## src/rtl/adc_seq_pkg.sv

```systemverilog
package adc_seq_pkg;
  localparam int SEQ_SEL_W     = 4;
  localparam int SEQ_MAX_SLOTS = 11;
  localparam int SEQ_NUM_PAIRS = 4;
  localparam int SEQ_LEN_W     = 4;

  typedef enum logic [0:0] {
    SQ_IDLE = 1'b0,
    SQ_WAIT = 1'b1
  } seq_state_e;
endpackage

```

## src/rtl/adc_seq_regs.sv

```systemverilog
module adc_seq_regs #(
  parameter int MAX_SLOTS = 11,
  parameter int SEL_W     = 4,
  parameter int NUM_PAIRS = 4,
  parameter int LEN_W     = 4,
  parameter int ADDR_W    = 3
) (
  input  logic                       clk,
  input  logic                       rst,
  input  logic                       wr_en,
  input  logic [ADDR_W-1:0]          addr,
  input  logic [7:0]                 wdata,
  output logic [7:0]                 rdata,
  output logic [MAX_SLOTS*SEL_W-1:0] sel_flat,
  output logic [LEN_W-1:0]           len_raw,
  output logic [NUM_PAIRS-1:0]       diff_en
);
  // Highest selected-pair byte holds slots 0/1; offsets descend for later pairs.
  localparam int HALF     = (MAX_SLOTS - 1) / 2;
  localparam int DIFF_OFS = HALF + 1;

  function automatic logic [ADDR_W-1:0] slot_ofs(input int s);
    return ADDR_W'(HALF - s / 2);
  endfunction

  logic [7:0] rd_c;

  always_ff @(posedge clk) begin
    if (rst) begin
      sel_flat <= '0;
      len_raw  <= '0;
      diff_en  <= '0;
    end else if (wr_en) begin
      for (int s = 0; s < MAX_SLOTS; s++) begin
        if (addr == slot_ofs(s))
          sel_flat[s*SEL_W +: SEL_W] <= wdata[(s%2)*SEL_W +: SEL_W];
      end
      if (addr == ADDR_W'(0))
        len_raw <= wdata[7 -: LEN_W];
      if (addr == ADDR_W'(DIFF_OFS))
        diff_en <= wdata[NUM_PAIRS-1:0];
    end
  end

  always_comb begin
    rd_c = '0;
    for (int s = 0; s < MAX_SLOTS; s++) begin
      if (addr == slot_ofs(s))
        rd_c[(s%2)*SEL_W +: SEL_W] = sel_flat[s*SEL_W +: SEL_W];
    end
    if (addr == ADDR_W'(0))
      rd_c[7 -: LEN_W] = len_raw;
    if (addr == ADDR_W'(DIFF_OFS))
      rd_c[NUM_PAIRS-1:0] = diff_en;
  end

  always_ff @(posedge clk) begin
    if (rst) rdata <= '0;
    else     rdata <= rd_c;
  end

  // the unused offset never returns data
  a_r10_unused_reads_zero: assert property (@(posedge clk) disable iff (rst)
    (addr == ADDR_W'(DIFF_OFS + 1)) |=> (rdata == 8'h00));
endmodule

```

## src/rtl/adc_seq_slot_map.sv

```systemverilog
module adc_seq_slot_map #(
  parameter int SEL_W     = 4,
  parameter int NUM_PAIRS = 4
) (
  input  logic [SEL_W-1:0]     raw_sel,
  input  logic [NUM_PAIRS-1:0] diff_en,
  output logic [SEL_W-1:0]     eff_sel,
  output logic                 is_diff
);
  always_comb begin
    eff_sel = raw_sel;
    is_diff = 1'b0;
    for (int p = 0; p < NUM_PAIRS; p++) begin
      if (diff_en[p] && (raw_sel[SEL_W-1:1] == (SEL_W-1)'(p))) begin
        eff_sel = {raw_sel[SEL_W-1:1], 1'b0};
        is_diff = 1'b1;
      end
    end
  end
endmodule

```

## src/rtl/adc_seq_ctrl.sv

```systemverilog
module adc_seq_ctrl
  import adc_seq_pkg::*;
#(
  parameter int MAX_SLOTS = 11,
  parameter int SEL_W     = 4,
  parameter int NUM_PAIRS = 4,
  parameter int LEN_W     = 4,
  parameter int RES_W     = 16,
  parameter int SLOT_W    = 4
) (
  input  logic                       clk,
  input  logic                       rst,
  input  logic [MAX_SLOTS*SEL_W-1:0] cfg_sel,
  input  logic [LEN_W-1:0]           cfg_len,
  input  logic [NUM_PAIRS-1:0]       cfg_diff,
  input  logic                       conv_done,
  input  logic [RES_W-1:0]           adc_data,
  output logic                       conv_start,
  output logic                       frame_start,
  output logic [SEL_W-1:0]           mux_sel,
  output logic                       diff_flag,
  output logic [SLOT_W-1:0]          slot_idx,
  output logic                       res_valid,
  output logic [RES_W-1:0]           res_data,
  output logic [SLOT_W-1:0]          res_slot
);
  seq_state_e                 state;
  logic [MAX_SLOTS*SEL_W-1:0] act_sel;
  logic [LEN_W-1:0]           act_len;
  logic [NUM_PAIRS-1:0]       act_diff;

  logic [LEN_W-1:0]  new_len;
  logic              last_slot;
  logic              boundary;
  logic [SLOT_W-1:0] nxt_slot;
  logic [SEL_W-1:0]  raw_sel;
  logic [NUM_PAIRS-1:0] map_diff_en;
  logic [SEL_W-1:0]  map_sel;
  logic              map_diff;

  // Frame length clamped to the slot capacity
  assign new_len   = (cfg_len > LEN_W'(MAX_SLOTS)) ? LEN_W'(MAX_SLOTS) : cfg_len;
  assign last_slot = (LEN_W'(slot_idx) == act_len - LEN_W'(1));
  assign boundary  = (state == SQ_IDLE) || last_slot;
  assign nxt_slot  = boundary ? '0 : slot_idx + SLOT_W'(1);

  always_comb begin
    if (boundary) begin
      raw_sel     = cfg_sel[SEL_W-1:0];
      map_diff_en = cfg_diff;
    end else begin
      raw_sel     = act_sel[nxt_slot*SEL_W +: SEL_W];
      map_diff_en = act_diff;
    end
  end

  adc_seq_slot_map #(.SEL_W(SEL_W), .NUM_PAIRS(NUM_PAIRS)) u_map (
    .raw_sel (raw_sel),
    .diff_en (map_diff_en),
    .eff_sel (map_sel),
    .is_diff (map_diff)
  );

  always_ff @(posedge clk) begin
    if (rst) begin
      state       <= SQ_IDLE;
      act_sel     <= '0;
      act_len     <= '0;
      act_diff    <= '0;
      conv_start  <= 1'b0;
      frame_start <= 1'b0;
      mux_sel     <= '0;
      diff_flag   <= 1'b0;
      slot_idx    <= '0;
      res_valid   <= 1'b0;
      res_data    <= '0;
      res_slot    <= '0;
    end else begin
      conv_start  <= 1'b0;
      frame_start <= 1'b0;
      res_valid   <= 1'b0;
      if (state == SQ_WAIT && conv_done) begin
        res_valid <= 1'b1;
        res_data  <= adc_data;
        res_slot  <= slot_idx;
      end
      if ((state == SQ_IDLE) || (state == SQ_WAIT && conv_done)) begin
        if (boundary && new_len == '0) begin
          state <= SQ_IDLE;
        end else begin
          state      <= SQ_WAIT;
          conv_start <= 1'b1;
          slot_idx   <= nxt_slot;
          mux_sel    <= map_sel;
          diff_flag  <= map_diff;
          if (boundary) begin
            frame_start <= 1'b1;
            act_sel     <= cfg_sel;
            act_len     <= new_len;
            act_diff    <= cfg_diff;
          end
        end
      end
    end
  end

  // start is a single-cycle pulse
  a_r6_start_pulse: assert property (@(posedge clk) disable iff (rst)
    conv_start |=> !conv_start);
  // select and flag hold while the conversion is outstanding
  a_r6_sel_stable: assert property (@(posedge clk) disable iff (rst)
    (state == SQ_WAIT && !conv_done) |=> ($stable(mux_sel) && $stable(diff_flag)));
  // frame start only accompanies slot 0's start
  a_r5_frame_slot0: assert property (@(posedge clk) disable iff (rst)
    frame_start |-> (conv_start && slot_idx == '0));
  // slot index never exceeds capacity
  a_r4_slot_bound: assert property (@(posedge clk) disable iff (rst)
    slot_idx < SLOT_W'(MAX_SLOTS));
  // an accepted done yields a result strobe next cycle
  a_r7_result_follows: assert property (@(posedge clk) disable iff (rst)
    (state == SQ_WAIT && conv_done) |=> (res_valid && res_slot == $past(slot_idx)));
  // idle with zero length starts nothing
  a_r3_idle_quiet: assert property (@(posedge clk) disable iff (rst)
    (state == SQ_IDLE && cfg_len == '0) |=> !conv_start);
  // working length is frozen inside a frame
  a_r8_len_frozen: assert property (@(posedge clk) disable iff (rst)
    (state == SQ_WAIT && !(conv_done && last_slot)) |=> $stable(act_len));
  // a differential slot always drives an even input of a pair
  a_r9_diff_even: assert property (@(posedge clk) disable iff (rst)
    diff_flag |-> (!mux_sel[0] && mux_sel < SEL_W'(2*NUM_PAIRS)));
endmodule

```

## src/rtl/adc_slot_sequencer.sv

```systemverilog
module adc_slot_sequencer
  import adc_seq_pkg::*;
#(
  parameter int MAX_SLOTS = SEQ_MAX_SLOTS,
  parameter int SEL_W     = SEQ_SEL_W,
  parameter int NUM_PAIRS = SEQ_NUM_PAIRS,
  parameter int LEN_W     = SEQ_LEN_W,
  parameter int RES_W     = 16
) (
  input  logic                                   clk,
  input  logic                                   rst,
  input  logic                                   cfg_wr,
  input  logic [$clog2((MAX_SLOTS-1)/2+3)-1:0]   cfg_addr,
  input  logic [7:0]                             cfg_wdata,
  output logic [7:0]                             cfg_rdata,
  output logic                                   conv_start,
  output logic                                   frame_start,
  output logic [SEL_W-1:0]                       mux_sel,
  output logic                                   diff_flag,
  output logic [$clog2(MAX_SLOTS)-1:0]           slot_idx,
  input  logic                                   conv_done,
  input  logic [RES_W-1:0]                       adc_data,
  output logic                                   res_valid,
  output logic [RES_W-1:0]                       res_data,
  output logic [$clog2(MAX_SLOTS)-1:0]           res_slot
);
  localparam int ADDR_W = $clog2((MAX_SLOTS-1)/2+3);
  localparam int SLOT_W = $clog2(MAX_SLOTS);

  logic [MAX_SLOTS*SEL_W-1:0] sel_flat;
  logic [LEN_W-1:0]           len_raw;
  logic [NUM_PAIRS-1:0]       diff_en;

  adc_seq_regs #(
    .MAX_SLOTS(MAX_SLOTS), .SEL_W(SEL_W), .NUM_PAIRS(NUM_PAIRS),
    .LEN_W(LEN_W), .ADDR_W(ADDR_W)
  ) u_regs (
    .clk      (clk),
    .rst      (rst),
    .wr_en    (cfg_wr),
    .addr     (cfg_addr),
    .wdata    (cfg_wdata),
    .rdata    (cfg_rdata),
    .sel_flat (sel_flat),
    .len_raw  (len_raw),
    .diff_en  (diff_en)
  );

  adc_seq_ctrl #(
    .MAX_SLOTS(MAX_SLOTS), .SEL_W(SEL_W), .NUM_PAIRS(NUM_PAIRS),
    .LEN_W(LEN_W), .RES_W(RES_W), .SLOT_W(SLOT_W)
  ) u_ctrl (
    .clk         (clk),
    .rst         (rst),
    .cfg_sel     (sel_flat),
    .cfg_len     (len_raw),
    .cfg_diff    (diff_en),
    .conv_done   (conv_done),
    .adc_data    (adc_data),
    .conv_start  (conv_start),
    .frame_start (frame_start),
    .mux_sel     (mux_sel),
    .diff_flag   (diff_flag),
    .slot_idx    (slot_idx),
    .res_valid   (res_valid),
    .res_data    (res_data),
    .res_slot    (res_slot)
  );

  // no activity on the cycle after reset
  a_r1_quiet_after_reset: assert property (@(posedge clk)
    $past(rst) |-> (!conv_start && !res_valid && !frame_start));
endmodule

```

## config.mk

```make
export PLATFORM = sky130hd
export DESIGN_NAME = adc_slot_sequencer
export DESIGN_NICKNAME = d
export VERILOG_FILES = /design/src/rtl/adc_seq_pkg.sv /design/src/rtl/adc_seq_regs.sv /design/src/rtl/adc_seq_slot_map.sv /design/src/rtl/adc_seq_ctrl.sv /design/src/rtl/adc_slot_sequencer.sv
export SDC_FILE = /design/constraint.sdc
export NUM_CORES = 1
export LEC_CHECK = 0
export ABC_CLOCK_PERIOD_IN_PS = 3300
export BUFFER_PORTS_ARGS = -buffer_cell sky130_fd_sc_hd__clkbuf_2
export CORE_MARGIN = 2
export CORE_UTILIZATION = 35
export CTS_CLUSTER_DIAMETER = 200
export CTS_CLUSTER_SIZE = 20
export DETAILED_ROUTE_END_ITERATION = 16
export HOLD_SLACK_MARGIN = 0.1
export PLACE_DENSITY_LB_ADDON = 0.08
export SETUP_SLACK_MARGIN = 0.02
export SLEW_MARGIN = 20
export SYNTH_ARGS = -nofsm -noshare
export SYNTH_HDL_FRONTEND = slang
export SYNTH_SLANG_ARGS = --single-unit
```

## constraint.sdc

```tcl
create_clock -name clk -period 3.3 [get_ports clk]
set_input_delay 0.33 -clock clk [delete_from_list [all_inputs] [get_ports clk]]
set_output_delay 0.33 -clock clk [all_outputs]
set_load 0.01 [all_outputs]
```

; ---- Word-level counts from Yosys, hierarchy flattened
; Cells that the tools add are included.
; Widths: inputs -> output; s select.
[word_totals]
elab_cells = 88
reg_bits = 145
inputBits = 31
output_inout_bits = 40
[op_classes]
eq_ne = 10
n_reduce_logical = 22
n_mux = 28
n_lt_le_gt_ge = 1
n_addsub = 2
shifts = 1
bitwise_logic = 3
[ops]
columns = operator, n
row1 = $mux 4, 17
row2 = $shiftx 44x7->4, 1
row3 = $reduce_and 2->1, 8
row4 = $eq 3x2->1 const B, 4
row5 = $mux 1, 11
row6 = $eq 3x3->1 const B, 3
row7 = $eq 3x1->1 const B, 2
row8 = $logic_and 1x1->1, 6
row9 = $logic_not 3->1, 2
row10 = $add 4x1->4 const B, 1
row11 = $eq 4x4->1, 1
row12 = $gt 4x4->1 const B, 1
row13 = $logic_not 4->1, 1
row14 = $sub 4x1->4 const B, 1
row15 = $not 1->1, 3
row16 = $reduce_and 3->1, 1
row17 = $reduce_or 3->1, 1
row18 = $logic_or 1x1->1, 2
row19 = $reduce_or 2->1, 1

; ---- Longest topological paths before layout
; Gate-level depths: netlist (run 1).
[logic_depth]
word_depth = 12
depth_mapped = 11
depth_no_buf = 10

; ---- By module
; A second synthesis (run 1) with hierarchy kept.
[unflattened]
hier_cells = 730
hier_area_um2 = 6278.5
[modules_own_cells]
columns = mod, n_inst, seq_area_each_um2, area_each_um2, cells_per_inst
row1 = adc_seq_ctrl, 1, 1701.6, 3552.2, 441
row2 = adc_seq_regs, 1, 1201.2, 2663.8, 282
row3 = adc_seq_slot_map, 1, 0.0, 62.6, 7

; ---- Worst setup path after synthesis (run 1)
; Ideal clock, no wire load.
[synth_path]
path_kind = flip-flop to flip-flop
from = reg u_ctrl.slot_idx[1]
to = reg u_ctrl.diff_flag
setup_slack_ns = 0.762
n_path_buf = 1
required_ns = 3.204
t_arrival_ns = 2.443
setup_ns = 0.096
stages_incl_launch_ff = 9
period_less_slack_ns = 2.538
path_cell_list = dfxtp_1 > ha_1 > buf_2 > mux4_2 > nor3b_1 > o32a_1 > mux2i_1 > a32oi_1 > o41ai_2
[synth_via]
elab_chain_len = 11
word_cells_on_any_way = 22
classes_between = 1 x add/sub / 4 x eq/ne / 1 x shift / 7 x mux / 1 x bitwise / 8 x reduce/logical
[synth_lines]
columns = element, line_no
row1 = from (decl), adc_seq_ctrl.sv:22  ; output logic [SLOT_W-1:0] slot_idx,
row2 = from (signal assigned), adc_seq_ctrl.sv:93  ; slot_idx <= nxt_slot;
row3 = "parallel branches: the longest is 11 deep, another holds $add 4x1->4", -
row4 = to (signal assigned), adc_seq_ctrl.sv:95  ; diff_flag <= map_diff;
row5 = to (decl), adc_seq_ctrl.sv:21  ; output logic diff_flag,
; Several ways; the timed one is not identified.
; A chain may end at the register's enable or synchronous reset.

; ---- Worst setup path after layout (run 1)
; Same ends and word-level chain as after synthesis.

==> impl_metrics.tcl, run 1 <==
set metrics [dict create \
    grt_max_degree 65 \
    seq_area_mm2 0.00290 \
    cts_inserted_buffers 17 \
    utilization_pct 42.2 \
    grt_pass1_wl_um 27500 \
    place_congestion 0.828 \
    leakage_nw 2.59 \
    ys_ff_latch 145 \
    track_usage_pct 19.6 \
    overflow 0 \
    drtIter0Drc 306 \
    drv_slew 0 \
    wire_per_inst_um 16.5 \
    rows 48 \
    power.density_mw_per_mm2 582 \
    synth_edf_count 0 \
    rsz0062_at_grt "no" \
    yosysSeqAreaShare_pct 47.4 \
    status "finished clean" \
    antenna_found_initial 0 \
    diodes 0 \
    finalCriticalPeriod_ps 2890 \
    via_per_inst 5.04 \
    fin_nets 860 \
    dieArea_mm2 0.0186 \
    area_delta_synth_final_pct 18.3 \
    initial_core_util_pct 35.6 \
    vias 5362 \
    clk_latency_ps 420 \
    fmax_ghz 0.346 \
    cts_tree "built" \
    ir_worst_vdd_uv 358 \
    root_buffer "clkbuf_16" \
    synth_ff_type "dfxtp_1" \
    core_area_mm2 0.0172 \
    setup_viol 0 \
    die_width_um 136 \
    hpwl_um 12600 \
    path_clk_slew_ps 60 \
    syn_nets 819 \
    postCtsHoldBufs 0 \
    cp_max_fo 9 \
    fp.dieH_um 136 \
    slew_headroom_pct 41.3 \
    multiInputGateArea_mm2 0.00296 \
    wl_met3_um 739 \
    met1Wirelength_um 8300 \
    synth_warnings 0 \
    drc 0 \
    num-fill-cells 1795 \
    synth_top_area_cell "dfxtp_1" \
    syn_area_mm2 0.00612 \
    io_pins 71 \
    netlist_instances 786 \
    htreeDepth 4 \
    firstDrtPassIters 5 \
    skew_ps 5.11 \
    syn_area_per_cell_um2 7.79 \
    highest_layer "met4" \
    critical_path_arrival_ps 3220 \
    worst_pin_slew_ps 873 \
    cts_resized 0 \
    hold_path.class "in -> reg" \
    ys_types 50 \
    drt_wl_total_um 17600 \
    crit_path_end_kind "register" \
    drive_gt1_share_pct 14.9 \
    clkSinkCount 145 \
    r2r_cells 7 \
    critPathRequiredTime_ps 3630 \
    synth_top_area_share_pct 47.4 \
    hold_violations 0 \
    wl_met2_um 8100 \
    fin_cells 1064 \
    grt_pass1_vias 5106 \
    async_reset_ff_share_pct 0 \
    cts_max_path_buffers 2 \
    hold_depth 3 \
    timing.setup.tns_ps 0 \
    max-cap-violations 0 \
    final.period_utilization_pct 87.7 \
    antenna_left 0 \
    portBuffers 70 \
    critPathKind "reg -> reg" \
    postCtsSetupRepairBufs 0 \
    startpoint_type "register" \
    post-place-cells 1033 \
    ys_top_cells_by_area "dfxtp_1 (47%), nand2_1 (16%), a21oi_1 (12%)" \
]
-- through the flow --
step	setup slack, ps	hold slack [ps]	total power, mW	instance area (µm²)
2_1_floorplan	762	432	2.09	6120
3_3_place_gp	477	442	2.21	6610
3_5_place_dp	398	445	2.21	6610
4_1_cts	389	112	4.27	7240
5_1_grt	141	126	4.38	7240
6_report	406	128	4.22	7240
-- per-layer routing --
metal | track usage, % | vias up
li1 | - | 2719
met1 | 26.2 | 2472
met2 | 31.0 | 142
met3 | 3.47 | 29
met4 | 8.74 | 0
met5 | 0 | -
-- critical path: stages (launching register included) --
cell and delay [ps]:
dfxtp_1 390, ha_1 630, mux4_2 580, nor3b_1 210
o32a_1 270, mux2i_1 300, a32oi_1 120, o41ai_2 290
-- placed cells by master, fill, tap and decap left out, types with 2 or more instances in the layout --
master and n:
a211oi_1 6, a21oi_1 147, a221o_1 3, a221oi_1 3, a22o_1 3, a22oi_1 5
a31oi_1 2, a32oi_1 5, and2_1 3, and3_1 2, buf_4 8, bufinv_16 3
clkbuf_1 3, clkbuf_16 17, clkbuf_2 69, clkbuf_8 8, dfxtp_1 145, ha_1 2
inv_1 11, mux2_2 5, mux2i_1 10, mux4_2 6, nand2_1 256, nand2b_1 7
nand3_1 8, nor2_1 33, nor2b_1 13, nor3_1 13, nor3b_1 5, o21ai_0 9
xnor2_1 4, xor2_1 3
-- registers in the layout (all words and copies together), names as in the netlist --
register / flops
u_ctrl.slot_idx: 4
u_ctrl.res_valid: 1
u_ctrl.act_diff: 4
u_regs.diff_en: 4
u_ctrl.frame_start: 1
u_ctrl.conv_start: 1
u_ctrl.mux_sel: 4
u_regs.len_raw: 4
u_ctrl.act_sel: 44
u_ctrl.state: 1
u_ctrl.res_data: 16
u_regs.rdata: 8
u_ctrl.act_len: 4
u_ctrl.diff_flag: 1
u_regs.sel_flat: 44
u_ctrl.res_slot: 4
-- worst paths after layout --
kind	startpoint	endpoint	slack, ps
max	u_ctrl.slot_idx[1]$_SDFFE_PP0P_	u_ctrl.diff_flag$_SDFFE_PP0P_	410
min	adc_data[5]	u_ctrl.res_data[5]$_SDFFE_PP0P_	130
max reg2reg	u_ctrl.slot_idx[1]$_SDFFE_PP0P_	u_ctrl.diff_flag$_SDFFE_PP0P_	410
min reg2reg	u_ctrl.act_sel[32]$_SDFFE_PP0P_	u_ctrl.act_sel[32]$_SDFFE_PP0P_	450
-- cell type report --
| cell class | instances | area share, % |
|---|---|---|
| clock buffer | 28 | 7.55 |
| clock inverter | 3 | 1.24 |
| inverter | 11 | 0.570 |
| multi-input combinational | 574 | 40.8 |
| sequential | 145 | 40.1 |
| tap | 225 | 3.89 |
| timing repair buffer | 78 | 5.87 |
-- cell usage after synthesis, types with 2 or more instances --
| cell type | n |
|---|---|
| nand2_1 | 256 |
| a21oi_1 | 147 |
| dfxtp_1 | 145 |
| clkbuf_1 | 42 |
| nor2_1 | 34 |
| nor2b_1 | 13 |
| nor3_1 | 13 |
| inv_1 | 11 |
| mux2i_1 | 10 |
| nand3_1 | 9 |
| o21ai_0 | 9 |
| buf_2 | 7 |
| nand2b_1 | 7 |
| a211oi_1 | 6 |
| mux4_2 | 6 |
| a22oi_1 | 5 |
| a32oi_1 | 5 |
| buf_1 | 5 |
| mux2_2 | 5 |
| nor3b_1 | 5 |
| xnor2_1 | 4 |
| a221o_1 | 3 |
| a221oi_1 | 3 |
| a22o_1 | 3 |
| and2_1 | 3 |
| xor2_1 | 3 |
| a31oi_1 | 2 |
| and3_1 | 2 |
| ha_1 | 2 |
-- cell families after synthesis --
| family | Yosys count | synth area share, % |
|---|---|---|
| AND/OR/NAND/NOR | 346 | 23.2 |
| buffers and inverters | 67 | 4.43 |
| XOR/XNOR | 9 | 1.53 |
| adder cells (fa/ha/maj) | 2 | 0.409 |
| AO/OA/AOI/OAI | 196 | 18.3 |
| flip-flops | 145 | 47.4 |
| multiplexers | 21 | 4.76 |
-- power breakdown --
part           switching (mW)  internal [mW]
combinational           0.245          0.109
sequential             0.0318           1.79
clock                   0.693           1.35
total                   0.969           3.25
(Power assumes the default switching activity.)
==> run 2: changes to the inputs <==
--- a/config.mk
+++ b/config.mk
@@ -14,6 +14,7 @@
 export DETAILED_ROUTE_END_ITERATION = 16
 export HOLD_SLACK_MARGIN = 0.1
 export PLACE_DENSITY_LB_ADDON = 0.08
+export REMOVE_ABC_BUFFERS = 1
 export SETUP_SLACK_MARGIN = 0.02
 export SLEW_MARGIN = 20
 export SYNTH_ARGS = -nofsm -noshare
==> impl_metrics.tcl, run 2 (synthesized netlist as in run 1, its figures left out) <==
set metrics [dict create \
    status "finished clean" \
    rsz0062_at_grt "no" \
    max-cap-violations 0 \
    final_common_cell "nand2_1" \
    critPathSlowestCell "ha_1" \
    hold_depth 3 \
    power.density_mw_per_mm2 565 \
    io_pins 71 \
    postCtsHoldBufs 0 \
    postCtsSetupRepairBufs 0 \
    critPathRequiredTime_ps 3630 \
    finalCriticalPeriod_ps 2940 \
    worst_pin_slew_ps 825 \
    core_area_mm2 0.0172 \
    fin_nets 868 \
    fmax_ghz 0.340 \
    total_power_mw 4.10 \
    hpwl_um 12700 \
    top_regs "u_ctrl.act_sel x44, u_regs.sel_flat x44, u_ctrl.res_data x16" \
    r2r-end "u_ctrl.diff_flag$_SDFFE_PP0P_" \
    root_buffer "clkbuf_16" \
    place_congestion 0.819 \
    slew_headroom_pct 45.0 \
    firstDrtPassIters 5 \
    final_cell_mix "nand2_1 (256), a21oi_1 (147), dfxtp_1 (145)" \
    critPathKind "reg -> reg" \
    clk_latency_ps 420 \
    drtIter0Drc 356 \
    cp_max_fo 17 \
    crit_chain "ha_1 -> buf_4 -> mux2i_1 -> o21ai_0 -> a22oi_1 -> o32a_1 -> mux2i_1 -> a32oi_1 -> o41ai_2" \
    skew_ps 6.96 \
    leakage_nw 2.60 \
    multiInputGateArea_mm2 0.00296 \
    diodes 0 \
    critical-path-top-delay-family "compound AO/OA/AOI/OAI gates" \
    die_width_um 136 \
    initial_core_util_pct 35.6 \
    num-fill-cells 1786 \
    dieArea_mm2 0.0186 \
    final.period_utilization_pct 89.1 \
    critical_path_arrival_ps 3270 \
    cts_inserted_buffers 17 \
    fp.dieH_um 136 \
    rows 48 \
    via_per_inst 5.05 \
    track_usage_pct 19.6 \
    wire_per_inst_um 16.5 \
    final_area_mm2 0.00726 \
    drc 0 \
    hold_violations 0 \
    hold_end "u_ctrl.res_data[8]$_SDFFE_PP0P_" \
    r2r_start "u_ctrl.slot_idx[1]$_SDFFE_PP0P_" \
    r2r_cells 9 \
    crit_path_end_kind "register" \
    cts_resized 0 \
    antenna_found_initial 0 \
    cts_max_path_buffers 2 \
    setup_viol 0 \
    area_delta_synth_final_pct 18.6 \
    path_clk_slew_ps 60 \
    reg2reg_slack_ps 360 \
    crit_top_cell "mux2i_1" \
    portBuffers 70 \
    antenna_left 0 \
    postPlaceCellArea_mm2 0.00667 \
    timing.setup.tns_ps 0 \
    grt_pass1_wl_um 27600 \
    cts_tree "built" \
    critPathBufInv 1 \
    hold_slack_ps 130 \
    vias 5417 \
    drt_wl_total_um 17700 \
    drv_slew 0 \
    seq_area_mm2 0.00290 \
    clkSinkCount 145 \
    hold_path.class "in -> reg" \
    hold_start "adc_data[8]" \
    startpoint_type "register" \
    drive_gt1_share_pct 15.9 \
    grt_max_degree 74 \
    overflow 0 \
    grt_pass1_vias 4919 \
    ir_worst_vdd_uv 374 \
    htreeDepth 4 \
    slowest_delay_ps 490 \
]
## run 2: changes by cell type in the layout (fill, tap and decap cells not counted), moves of 2 or more
cell,previous run,this run
clkbuf_8,8,4
clkinv_2,0,3
buf_4,8,16
clkbuf_1,3,1
clkinvlp_4,0,3
## run 2: through the flow
| step | util [%] | std cells | worst slack, ps |
|---|---|---|---|
| floorplan | - | 730 | -526 |
| global placement | 38.8 | 1041 | 419 |
| detailed placement | 38.8 | 1041 | 369 |
| CTS | 42.3 | 1072 | 349 |
| global route | 42.3 | 1072 | 198 |
| finish | 42.3 | 1072 | 360 |
## run 2: area by class of cell
class / instances / share of cell area, %
well taps: 225 / 3.88
inverters: 11 / 0.569
clock inverters: 9 / 1.46
multi-input cells: 574 / 40.8
repair buffers: 86 / 6.69
flip-flops and latches: 145 / 40.0
clock buffers: 22 / 6.67
## run 2: routing by layer
metal	share of wire, %	vias up	GRT usage, %
met4	2.1	0	7.64
met2	45	128	29.8
met3	4.7	25	3.99
met1	49	2526	27.3
li1	-	2738	-
met5	0	-	0
## run 2: power by group
group,internal (mW),switching (mW)
registers,1.79,0.0287
clock network,1.18,0.719
logic,0.118,0.257
## run 2: tightest hold or removal path: cells and delay by family
| kind | cells | cell delay, ps |
|---|---|---|
| buffers and inverters | 1 | 80 |
| AO/OA/AOI/OAI | 1 | 50 |
| AND/OR/NAND/NOR | 1 | 40 |
## run 2: worst max-delay path by stage
stage                                               start                        endpoint  slack [ps]  depth (start not counted)
final                     u_ctrl.slot_idx[1]$_SDFFE_PP0P_   u_ctrl.diff_flag$_SDFFE_PP0P_         360                          9
after global routing      u_ctrl.slot_idx[1]$_SDFFE_PP0P_   u_ctrl.diff_flag$_SDFFE_PP0P_         200                          9
after CTS                 u_ctrl.slot_idx[1]$_SDFFE_PP0P_   u_ctrl.diff_flag$_SDFFE_PP0P_         350                          9
after detailed placement  u_ctrl.slot_idx[1]$_SDFFE_PP0P_   u_ctrl.diff_flag$_SDFFE_PP0P_         370                          9
after global placement    u_ctrl.slot_idx[1]$_SDFFE_PP0P_  u_ctrl.mux_sel[0]$_SDFFE_PP0P_         420                          9
after floorplan           u_ctrl.slot_idx[0]$_SDFFE_PP0P_  u_ctrl.act_len[0]$_SDFFE_PP0P_        -530                          6
==> run 3: changes to the inputs <==
--- a/config.mk
+++ b/config.mk
@@ -5,13 +5,14 @@
 export SDC_FILE = /design/constraint.sdc
 export NUM_CORES = 1
 export LEC_CHECK = 0
-export ABC_CLOCK_PERIOD_IN_PS = 3300
+export ABC_CLOCK_PERIOD_IN_PS = 2700
 export BUFFER_PORTS_ARGS = -buffer_cell sky130_fd_sc_hd__clkbuf_2
 export CORE_MARGIN = 2
 export CORE_UTILIZATION = 35
 export CTS_CLUSTER_DIAMETER = 200
 export CTS_CLUSTER_SIZE = 20
 export DETAILED_ROUTE_END_ITERATION = 16
+export GPL_TIMING_DRIVEN = 0
 export HOLD_SLACK_MARGIN = 0.1
 export PLACE_DENSITY_LB_ADDON = 0.08
 export REMOVE_ABC_BUFFERS = 1
==> constraint.sdc (replaced) <==
create_clock -name clk -period 2.7 [get_ports clk]
set_input_delay 0.27 -clock clk [delete_from_list [all_inputs] [get_ports clk]]
set_output_delay 0.27 -clock clk [all_outputs]
set_load 0.01 [all_outputs]
==> impl_metrics.tcl, run 3 (synthesized netlist as in run 1, its figures left out) <==
set metrics [dict create \
    met3_usage_pct 4.03 \
    wire_per_inst_um 17.0 \
    portBuffers 70 \
    fin_nets 889 \
    via_per_inst 5.16 \
    drtIter0Drc 400 \
    grt_pass1_wl_um 29100 \
    finalCriticalPeriod_ps 2580 \
    critical_path_arrival_ps 2900 \
    cts_tree "built" \
    overflow 0 \
    place_congestion 0.751 \
    area_delta_synth_final_pct 25.6 \
    top_regs "u_ctrl.act_sel x44, u_regs.sel_flat x44, u_ctrl.res_data x16" \
    final_common_cell "nand2_1" \
    io_pins 71 \
    cp_max_fo 3 \
    core_area_mm2 0.0172 \
    final_cell_mix "nand2_1 (255), a21oi_1 (147), dfxtp_1 (139)" \
    drv_slew 0 \
    path_clk_slew_ps 60 \
    ir_worst_vdd_uv 464 \
    clk_latency_ps 430 \
    critPathBufInv 2 \
    fp.dieH_um 136 \
    die_width_um 136 \
    final_area_mm2 0.00769 \
    power.density_mw_per_mm2 686 \
    drt_wl_total_um 18500 \
    use_met1_pct 27.6 \
    hold_start "cfg_wdata[6]" \
    drc 0 \
    track_usage_pct 20.6 \
    slowest_delay_ps 440 \
    worst_pin_slew_ps 989 \
    final.period_utilization_pct 95.6 \
    dieArea_mm2 0.0186 \
    hold_violations 0 \
    diodes 0 \
    num-fill-cells 1759 \
    rsz0062_at_grt "yes" \
    crit_top_cell "xnor2_2" \
    status "finished clean" \
    antenna_found_initial 0 \
    crit_path_end_kind "register" \
    hpwl_um 11700 \
    htreeDepth 4 \
    critPathSlowestCell "o32a_1" \
    crit_chain "inv_1 -> ha_2 -> xnor2_2 -> xnor2_2 -> buf_4 -> o311ai_2 -> a22oi_2 -> o32a_1 -> mux2i_1 -> a32oi_1 -> a32o_1" \
    max-cap-violations 0 \
    leakage_nw 2.78 \
    antenna_left 0 \
    busiest_layer "met2" \
    critical-path-top-delay-family "compound AO/OA/AOI/OAI gates" \
    grt_pass1_vias 5331 \
    critPathKind "reg -> reg" \
    setup_viol 0 \
    r2r_start "u_ctrl.act_len[0]$_SDFFE_PP0P_" \
    hold_path.class "in -> reg" \
    startpoint_type "register" \
    multiInputGateArea_mm2 0.00310 \
    cts_max_path_buffers 2 \
    seq_area_mm2 0.00292 \
    slew_headroom_pct 33.5 \
    startpoint "u_ctrl.act_len[0]$_SDFFE_PP0P_" \
    firstDrtPassIters 5 \
    skew_ps 9.19 \
    vias 5644 \
    drive_gt1_share_pct 18.7 \
    critPathRequiredTime_ps 3020 \
    cts_inserted_buffers 17 \
    grt_max_degree 99 \
    root_buffer "clkbuf_16" \
    postPlaceCellArea_mm2 0.00662 \
    use_met2_pct 33.4 \
    rows 48 \
    fmax_ghz 0.387 \
    initial_core_util_pct 35.6 \
    timing.setup.tns_ps 0 \
    clkSinkCount 145 \
]
## run 3: worst reg2reg max path, stage by stage (launching register included)
cell,delay (ps)
dfxtp_2,340
inv_1,60
ha_2,190
xnor2_2,140
xnor2_2,190
buf_4,160
o311ai_2,250
a22oi_2,80
o32a_1,440
mux2i_1,240
a32oi_1,150
a32o_1,240
## run 3: final timing paths
check | depth (start not counted) | to | slack [ps]
worst min-delay path | 3 | u_regs.sel_flat[14]$_SDFFE_PP0P_ | 160
worst max register to register | 11 | u_ctrl.mux_sel[0]$_SDFFE_PP0P_ | 120
worst max-delay path | 11 | u_ctrl.mux_sel[0]$_SDFFE_PP0P_ | 120
worst min register to register | 2 | u_ctrl.act_sel[38]$_SDFFE_PP0P_ | 450
## run 3: power by group
| part | switching [mW] | internal [mW] |
|---|---|---|
| combinational | 0.356 | 0.188 |
| clock | 0.897 | 1.61 |
| sequential | 0.0340 | 2.19 |
| total | 1.29 | 3.99 |
## run 3: repair_timing
item                                    in CTS  in global routing
buffers inserted                            15                  2
hold endpoints to repair                    16                  0
pin swaps                                    5                 11
hold buffers                                16                  0
resized for setup                           15                 13
endpoints found under the setup margin      63                 48
gates cloned                                 1                  0
## run 3: cell type report
class / instances / share of cell area (%)
tap: 225 / 3.66
timing repair buffer: 106 / 9.43
clock inverter: 10 / 2.03
sequential: 145 / 37.9
multi-input combinational: 575 / 40.3
inverter: 11 / 0.537
clock buffer: 21 / 6.12
## run 3: per-stage QoR
step	setup slack (ps)	utilization (%)	hold WS, ps	total power, mW	instances
2_1_floorplan	-1130	-	339	2.49	730
3_3_place_gp	-3150	38.0	441	2.69	1025
3_5_place_dp	-1190	38.5	445	2.72	1028
4_1_cts	20.4	44.4	158	5.31	1091
5_1_grt	-13.4	44.8	181	5.46	1093
6_report	118	44.8	164	5.27	1093
## run 3: routing by layer
layer | vias to the layer above | part of all wire (%)
met5 | - | 0
met4 | 0 | 1.5
met3 | 23 | 5.6
met2 | 166 | 46
met1 | 2660 | 46
li1 | 2795 | -
